--- config.mk ---
export PLATFORM = sky130hd
export DESIGN_NAME = soft_volume
export DESIGN_NICKNAME = d
export VERILOG_FILES = /design/src/rtl/soft_volume.sv
export SDC_FILE = /design/constraint.sdc
export NUM_CORES = 2
export LEC_CHECK = 0
export ABC_AREA = 1
export BUFFER_PORTS_ARGS = -buffer_cell sky130_fd_sc_hd__buf_4
export CAP_MARGIN = 20
export CORE_MARGIN = 2
export CORE_UTILIZATION = 30
export DETAILED_ROUTE_END_ITERATION = 12
export SLEW_MARGIN = 20
export SYNTH_ARGS = -nofsm -noshare
export SYNTH_HDL_FRONTEND = slang
export SYNTH_SLANG_ARGS = --single-unit
--- constraint.sdc ---
create_clock -name clk -period 45.1 [get_ports clk]
set_input_delay 4.51 -clock clk [delete_from_list [all_inputs] [get_ports clk]]
set_output_delay 4.51 -clock clk [all_outputs]
set_load 0.03 [all_outputs]
--- src/rtl/soft_volume.sv ---
`timescale 1ns/1ps
module soft_volume #(
  parameter int DATA_W         = 24,
  parameter int CODE_W         = 8,
  parameter int STEPS_PER_CODE = 29,
  parameter int MUTE_LOG2      = 10,
  parameter int GAIN_FRAC      = 16
) (
  input  logic                     clk,
  input  logic                     rst_n,
  input  logic                     pd,
  input  logic                     run,
  input  logic                     mute_req,
  input  logic [CODE_W-1:0]        atten_code,
  input  logic                     in_valid,
  input  logic signed [DATA_W-1:0] in_data,
  output logic                     out_valid,
  output logic signed [DATA_W-1:0] out_data
);
  localparam int FULL     = (1 << CODE_W) * STEPS_PER_CODE;
  localparam int LVL_W    = $clog2(FULL + 1);
  localparam int OCT      = 12 * STEPS_PER_CODE;
  localparam int MUTE_LEN = 1 << MUTE_LOG2;
  localparam int MF_W     = MUTE_LOG2 + 1;
  localparam int SH       = GAIN_FRAC + MUTE_LOG2;
  localparam int PW       = DATA_W + GAIN_FRAC + MF_W + 3;
  localparam logic signed [PW-1:0] HALF = PW'(64'd1 << (SH - 1));
  localparam logic signed [PW-1:0] MAXV = PW'((64'd1 << (DATA_W - 1)) - 64'd1);
  localparam logic signed [PW-1:0] MINV = -MAXV - PW'(1);

  logic [LVL_W-1:0]     lvl, tgt, att, oct_idx, oct_rem;
  logic [MF_W-1:0]      mfac;
  logic [31:0]          slope;
  logic [GAIN_FRAC:0]   mant, vgain;
  logic signed [PW-1:0] prod, scaled;
  logic signed [DATA_W-1:0] sat;

  assign tgt     = (atten_code == '0) ? '0
                 : LVL_W'((32'(atten_code) + 32'd1) * 32'(STEPS_PER_CODE));
  assign att     = LVL_W'(FULL) - lvl;
  assign oct_idx = att / LVL_W'(OCT);
  assign oct_rem = att % LVL_W'(OCT);
  assign slope   = (32'(oct_rem) << (GAIN_FRAC - 1)) / 32'(OCT);
  assign mant    = (GAIN_FRAC+1)'((32'd1 << GAIN_FRAC) - slope);
  assign vgain   = (lvl == '0) ? '0 : (mant >> oct_idx);

  assign prod    = PW'(in_data) * PW'($signed({1'b0, vgain})) * PW'($signed({1'b0, mfac}));
  assign scaled  = (prod + HALF) >>> SH;
  assign sat     = (scaled > MAXV) ? {1'b0, {(DATA_W-1){1'b1}}}
                 : (scaled < MINV) ? {1'b1, {(DATA_W-1){1'b0}}}
                 : scaled[DATA_W-1:0];

  always_ff @(posedge clk or negedge rst_n) begin
    if (!rst_n) begin
      lvl       <= LVL_W'(FULL);
      mfac      <= MF_W'(MUTE_LEN);
      out_valid <= 1'b0;
      out_data  <= '0;
    end else if (pd) begin
      lvl       <= LVL_W'(FULL);
      mfac      <= MF_W'(MUTE_LEN);
      out_valid <= 1'b0;
      out_data  <= '0;
    end else begin
      out_valid <= in_valid;
      if (in_valid) out_data <= sat;
      if (!run) lvl <= LVL_W'(FULL);
      else if (in_valid) begin
        if (lvl < tgt)      lvl <= lvl + 1'b1;
        else if (lvl > tgt) lvl <= lvl - 1'b1;
      end
      if (in_valid) begin
        if (mute_req) begin
          if (mfac != '0) mfac <= mfac - 1'b1;
        end else if (mfac != MF_W'(MUTE_LEN)) mfac <= mfac + 1'b1;
      end
    end
  end
endmodule

### Word level (Yosys, flattened, before mapping)

Index checks and enable logic that the tools add are counted.

| storage, ports and cells | value |
|---|---|
| logic and storage cells | 51 |
| output and inout bits | 25 |
| register bits after elaboration | 49 |
| bits of input ports | 38 |

| operators by class | value |
|---|---|
| shift operators | 1 |
| reductions and logical operators | 7 |
| equal/unequal tests | 4 |
| multiplexer cells | 17 |
| add/subtract/negate cells | 8 |
| $mul | 3 |
| magnitude comparators | 4 |
| div/mod/pow operators | 3 |

Operator list:

| operator | count |
|---|---|
| two-way mux 24 bit | 4 |
| two-way mux 13 bit | 6 |
| two-way mux 11 bit | 5 |
| adder 54 x 27 -> 54 bit, second input constant | 1 |
| multiplier 42 x 12 -> 54 bit | 1 |
| multiplier 24 x 18 -> 42 bit | 1 |
| divider 28 x 9 -> 32 bit, second input constant | 1 |
| greater-than comparator 28 x 24 -> 1 bit, second input constant | 1 |
| < comparator 28 x 24 -> 1 bit, second input constant | 1 |
| two-way mux 17 bit | 1 |
| right shift 17 x 13 -> 17 bit | 1 |
| subtractor 17 bit, first input constant | 1 |
| adder 13 x 1 -> 13 bit, second input constant | 1 |
| divider 13 x 9 -> 13 bit, second input constant | 1 |
| greater-than comparator 13 bit | 1 |
| logical NOT 13 bit | 1 |
| < comparator 13 bit | 1 |
| modulo 13 x 9 -> 13 bit, second input constant | 1 |
| multiplier 9 x 5 -> 13 bit, second input constant | 1 |
| subtractor 13 x 1 -> 13 bit, second input constant | 1 |
| subtractor 13 bit, first input constant | 1 |
| adder 11 x 1 -> 11 bit, second input constant | 1 |
| inequality test 11 bit, second input constant | 1 |
| nonzero test 11 bit | 1 |
| other kinds (10) | 11 |

### Depth between registers and ports, before layout

| depth | value |
|---|---|
| word-level depth | 14 |
| mapped depth | 259 |
| mapped depth without buffers | 252 |

### Worst setup path before layout

OpenSTA, ideal clock, no wires.

| path | value |
|---|---|
| kind | register to register |
| start point | register lvl[0] |
| end point | register out_data[0] |
| path buffers | 10 |
| stages on the path, launching flop included | 246 |
| period minus slack after synthesis | 29941 ps |
| arrival | 29858 ps |
| setup slack | 15159 ps |
| cells stage by stage | dfrtp_1 > inv_2 > ha_1 > nand2_1 > nor2_2 > nand3_1 > nand3_1 > nand2_2 > nand2_1 > nand2_2 > nand2_4 > nand2_4 > nand2_2 > nand3_2 > inv_1 > nand3_2 > nand3_2 > buf_6 > (+210 left out) > inv_1 > a21oi_1 > o21bai_1 > nand2_1 > inv_1 > nor2_1 > inv_1 > a21oi_1 > nor3_1 > nor2_1 > o21ai_0 > or3b_2 > o211ai_1 > xor2_1 > o31ai_1 > clkbuf_1 > a21oi_1 > o21ai_0 |

| on the way | value |
|---|---|
| longest elaborated chain between the ends | 14 |
| elaborated cells on any way between the ends | 17 |
| classes of those cells | 3 x add/sub; 2 x mul; 3 x div; 2 x order compare; 1 x shift; 5 x mux; 1 x reduce/logical |

Ends and longest elaborated chain:

| element | RTL line | RTL |
|---|---|---|
| start, declared | 31 | `logic [LVL_W-1:0] lvl, tgt, att, oct_idx, oct_rem;` |
| start signal, assigned | 55 | `lvl <= LVL_W'(FULL);` |
| start signal, assigned | 60 | `lvl <= LVL_W'(FULL);` |
| start signal, assigned | 67 | `if (!run) lvl <= LVL_W'(FULL);` |
| subtractor 13 bit | 40 | `assign att = LVL_W'(FULL) - lvl;` |
| modulo 13 x 9 -> 13 bit | 42 | `assign oct_rem = att % LVL_W'(OCT);` |
| divider 28 x 9 -> 32 bit | 43 | `assign slope = (32'(oct_rem) << (GAIN_FRAC - 1)) / 32'(OCT);` |
| subtractor 17 bit | 44 | `assign mant = (GAIN_FRAC+1)'((32'd1 << GAIN_FRAC) - slope);` |
| right shift 17 x 13 -> 17 bit | 45 | `assign vgain = (lvl == '0) ? '0 : (mant >> oct_idx);` |
| two-way mux 17 bit * | 45 |  |
| multiplier 24 x 18 -> 42 bit * | 47 | `assign prod = PW'(in_data) * PW'($signed({1'b0, vgain})) * PW'($signed({1'b0, mfac}));` |
| multiplier 42 x 12 -> 54 bit * | 47 |  |
| adder 54 x 27 -> 54 bit * | 48 | `assign scaled = (prod + HALF) >>> SH;` |
| < comparator 28 x 24 -> 1 bit | 50 | `: (scaled < MINV) ? {1'b1, {(DATA_W-1){1'b0}}}` |
| two-way mux 24 bit | 50 |  |
| two-way mux 24 bit * | 49 | `assign sat = (scaled > MAXV) ? {1'b0, {(DATA_W-1){1'b1}}}` |
| two-way mux 24 bit * | 66 | `if (in_valid) out_data <= sat;` |
| two-way mux 24 bit * | 59 | `end else if (pd) begin` |
| end signal, assigned | 66 |  |
| end, declared | 18 | `output logic signed [DATA_W-1:0] out_data` |

Mark *: on every way between the ends. The rest lies on a longest branch, timed or not. The select of a mux whose other input is x is not followed.
A chain may end at the register's enable or synchronous reset.

### Worst setup path in the final report

| path | value |
|---|---|
| start point | register lvl[0] |
| end point | register out_data[2] |

Same word-level chain as after synthesis.

==> run metrics <==
I/O pin total 63; Iteration-0 DRC Markers 2,332; Final HPWL DP 103,000 µm; clock slew at reported path FFs 0.07 ns; Top delay family on crit path simple AND/OR/NAND/NOR gates; Place WS 7.63 ns; Critical Path Start Type flip-flop; top cell type by total area after synthesis fa_1; Rows 140; Area growth syn-to-layout 5.39%; Clock Skew 0.00770 ns; Tmin final 37.58 ns; flops & latches, synth 49; initial antenna violation count 3; core box area 0.145 mm²; Worst path max stage delay 0.70 ns; vias in the first global route 37,400; Slew Limit Fails 0; Synth Net Count 7,029; die area 0.149 mm²; cell mode on critical path inv_1; worst min-delay path category flip-flop to flip-flop; CP Capture Type flip-flop; Synth Area in Simple Gates 0.284; Max stage delay cell, worst path xor2_1; drt wl/cell 15.5 µm; nets 6,982; Post-CTS Hold Buffers 0; Post-synth EDFFs 0; root buffer cell clkbuf_16; post-CTS setup buffers 0; Synth Area in XOR/XNOR 0.0288; mux share of post-synthesis cell area 0; total clock sinks 49; Mapped Cells 5,854; WP data required 45.27 ns; Synth warnings 0; share of cells above drive strength 1 0.108; DR pass1 iterations 6; critical path class flip-flop to flip-flop; CTS buffer count 5; main combinational cell family by area after synthesis adder cells; die width 386 µm; H-tree Lvls 2; part of the cycle the worst path needs 0.833; Yosys cell types 72; Levels on crit path 216; I/O Buffers 62; fillers 15,600; first-pass GRT wire length 200,000 µm; setup repair after global routing missed its margin false; status finished, final reports clean; TNS Setup 0 ns; Seq/Total Area, Yosys 0.0281; Max clock buf depth 2; Max Cap Viol 0; R2R Setup Slk 7.52 ns; RR Startpoint lvl[0]$_DFFE_PN0P_; cts repair resizes 0; Mapped Area 0.0438 mm²; measured slew at the worst slew-check pin 1.03 ns; Die H 386 µm; Synth Flop Type dfrtp_1; vias 36,000; Worst setup endpoint out_data[2]$_DFFE_PN0P_; Slew headroom 0.312; top post-synthesis cells by area fa_1 (37%), inv_1 (12%), ha_1 (9.5%); CTS tree yes; CP startpoint lvl[0]$_DFFE_PN0P_; r2r endpoint out_data[2]$_DFFE_PN0P_; area fraction in compound gates after synthesis 0.0490; Post-Syn Area per Cell 7.48 µm²; crit path max fanout 24; Arr. time, crit path 37.75 ns; FFs w/ async S/R, synth 1.00; largest net degree at the start of global routing 50; RD Place Congestion 0.915; ANT nets after route 0; Worst-Skew Late Latency 0.32 ns; DRC Markers 0; Starting Density 0.301; DRT Wirelength 120,000 µm; All-Layer GR Usage 0.165; area share of the largest cell type after synthesis 0.367; Worst R2R Path Depth 216; Post-Synth Adder-Cell Area 0.463; Hold Violations, Final 0; GRT overflow 0; Commonest cells post-synth inv_1 (1,387), nand2_1 (1,095), fa_1 (804); FMAX 26.6 MHz; setup ws final 7.52 ns; Worst Path Buf+Inv 48; most numerous cell in the Yosys netlist inv_1; Final setup viols 0; Vias/cell 4.66
cell type report:
| type | instances | area, µm² | share of cell area |
|---|---|---|---|
| Antenna cell | 2 | 5.00 | 0.000108 |
| Clock buffer | 8 | 136 | 0.00295 |
| Inverter | 1457 | 5520 | 0.120 |
| Multi-Input combinational cell | 4197 | 36100 | 0.783 |
| Sequential cell | 49 | 1230 | 0.0267 |
| Tap cell | 1917 | 2400 | 0.0520 |
| Timing Repair Buffer | 97 | 728 | 0.0158 |
metrics by stage:
step / instances / cell area [µm²] / util / hold WS (ns)
6_report: 7727 / 46200 / 0.318 / 0.536
5_1_grt: 7726 / 46200 / 0.317 / 0.562
4_1_cts: 7725 / 46200 / 0.317 / 0.540
3_5_place_dp: 7717 / 46000 / 0.317 / 0.519
3_3_place_gp: 7717 / 46000 / 0.316 / 0.517
2_1_floorplan: 5854 / 43800 / - / 0.507
routing by layer:
| layer | wire, µm | share of wire | GRT usage | up-vias |
|---|---|---|---|---|
| met5 | 27 | 0.00023 | 0 | - |
| met4 | 2430 | 0.020 | 0.0322 | 4 |
| li1 | - | - | - | 17300 |
| met1 | 54200 | 0.45 | 0.228 | 17800 |
| met3 | 5060 | 0.042 | 0.0146 | 125 |
| met2 | 57800 | 0.48 | 0.282 | 778 |
flip-flops by register name, indices dropped and copies added (netlist names):
name,cells
lvl,13
mfac,11
out_data,24
out_valid,1
layout by cell type, fill, tap and decap left out, drive strengths merged, types with 8 or more instances in the layout:
cell and n:
nand2 1361, or2 12, nor4 10, a31oi 12, clkinv 26, o21bai 12
nand4 74, dfrtp 44, o21ai 142, xor2 103, a21o 10, fa 804
clkbuf 8, buf 97, o22ai 10, nand3b 16, ha 333, a21oi 159
inv 1430, xnor2 41, nand3 365, nor3 16, nor2 682
worst min path at each step:
| stage | startpoint | to | slack (ns) | cells past startpoint |
|---|---|---|---|---|
| after floorplan | lvl[12]$_DFFE_PN1P_ | lvl[12]$_DFFE_PN1P_ | 0.51 | 2 |
| after detailed placement | out_data[18]$_DFFE_PN0P_ | out_data[18]$_DFFE_PN0P_ | 0.52 | 2 |
| final | out_data[18]$_DFFE_PN0P_ | out_data[18]$_DFFE_PN0P_ | 0.54 | 2 |
| after CTS | out_data[18]$_DFFE_PN0P_ | out_data[18]$_DFFE_PN0P_ | 0.54 | 2 |
| after global routing | out_data[18]$_DFFE_PN0P_ | out_data[18]$_DFFE_PN0P_ | 0.56 | 2 |
| after global placement | out_data[18]$_DFFE_PN0P_ | out_data[18]$_DFFE_PN0P_ | 0.52 | 2 |
worst min-delay path, delay by kind of cell (launching register included):
| kind | cells | cell delay [ns] |
|---|---|---|
| AND/OR/NAND/NOR | 1 | 0.07 |
| AO/OA/AOI/OAI | 1 | 0.06 |
| flip-flops | 1 | 0.36 |
cell families after synthesis:
| kind of cell | Yosys count |
|---|---|
| xor+xnor | 144 |
| simple gates | 2541 |
| compound gates | 375 |
| fa+ha+maj | 1137 |
| buf+inv | 1608 |
| flops | 49 |
Power is left out: the tool's default activity adds up to more than one toggle a clock period on the data nets, which glitch-free logic cannot reach.
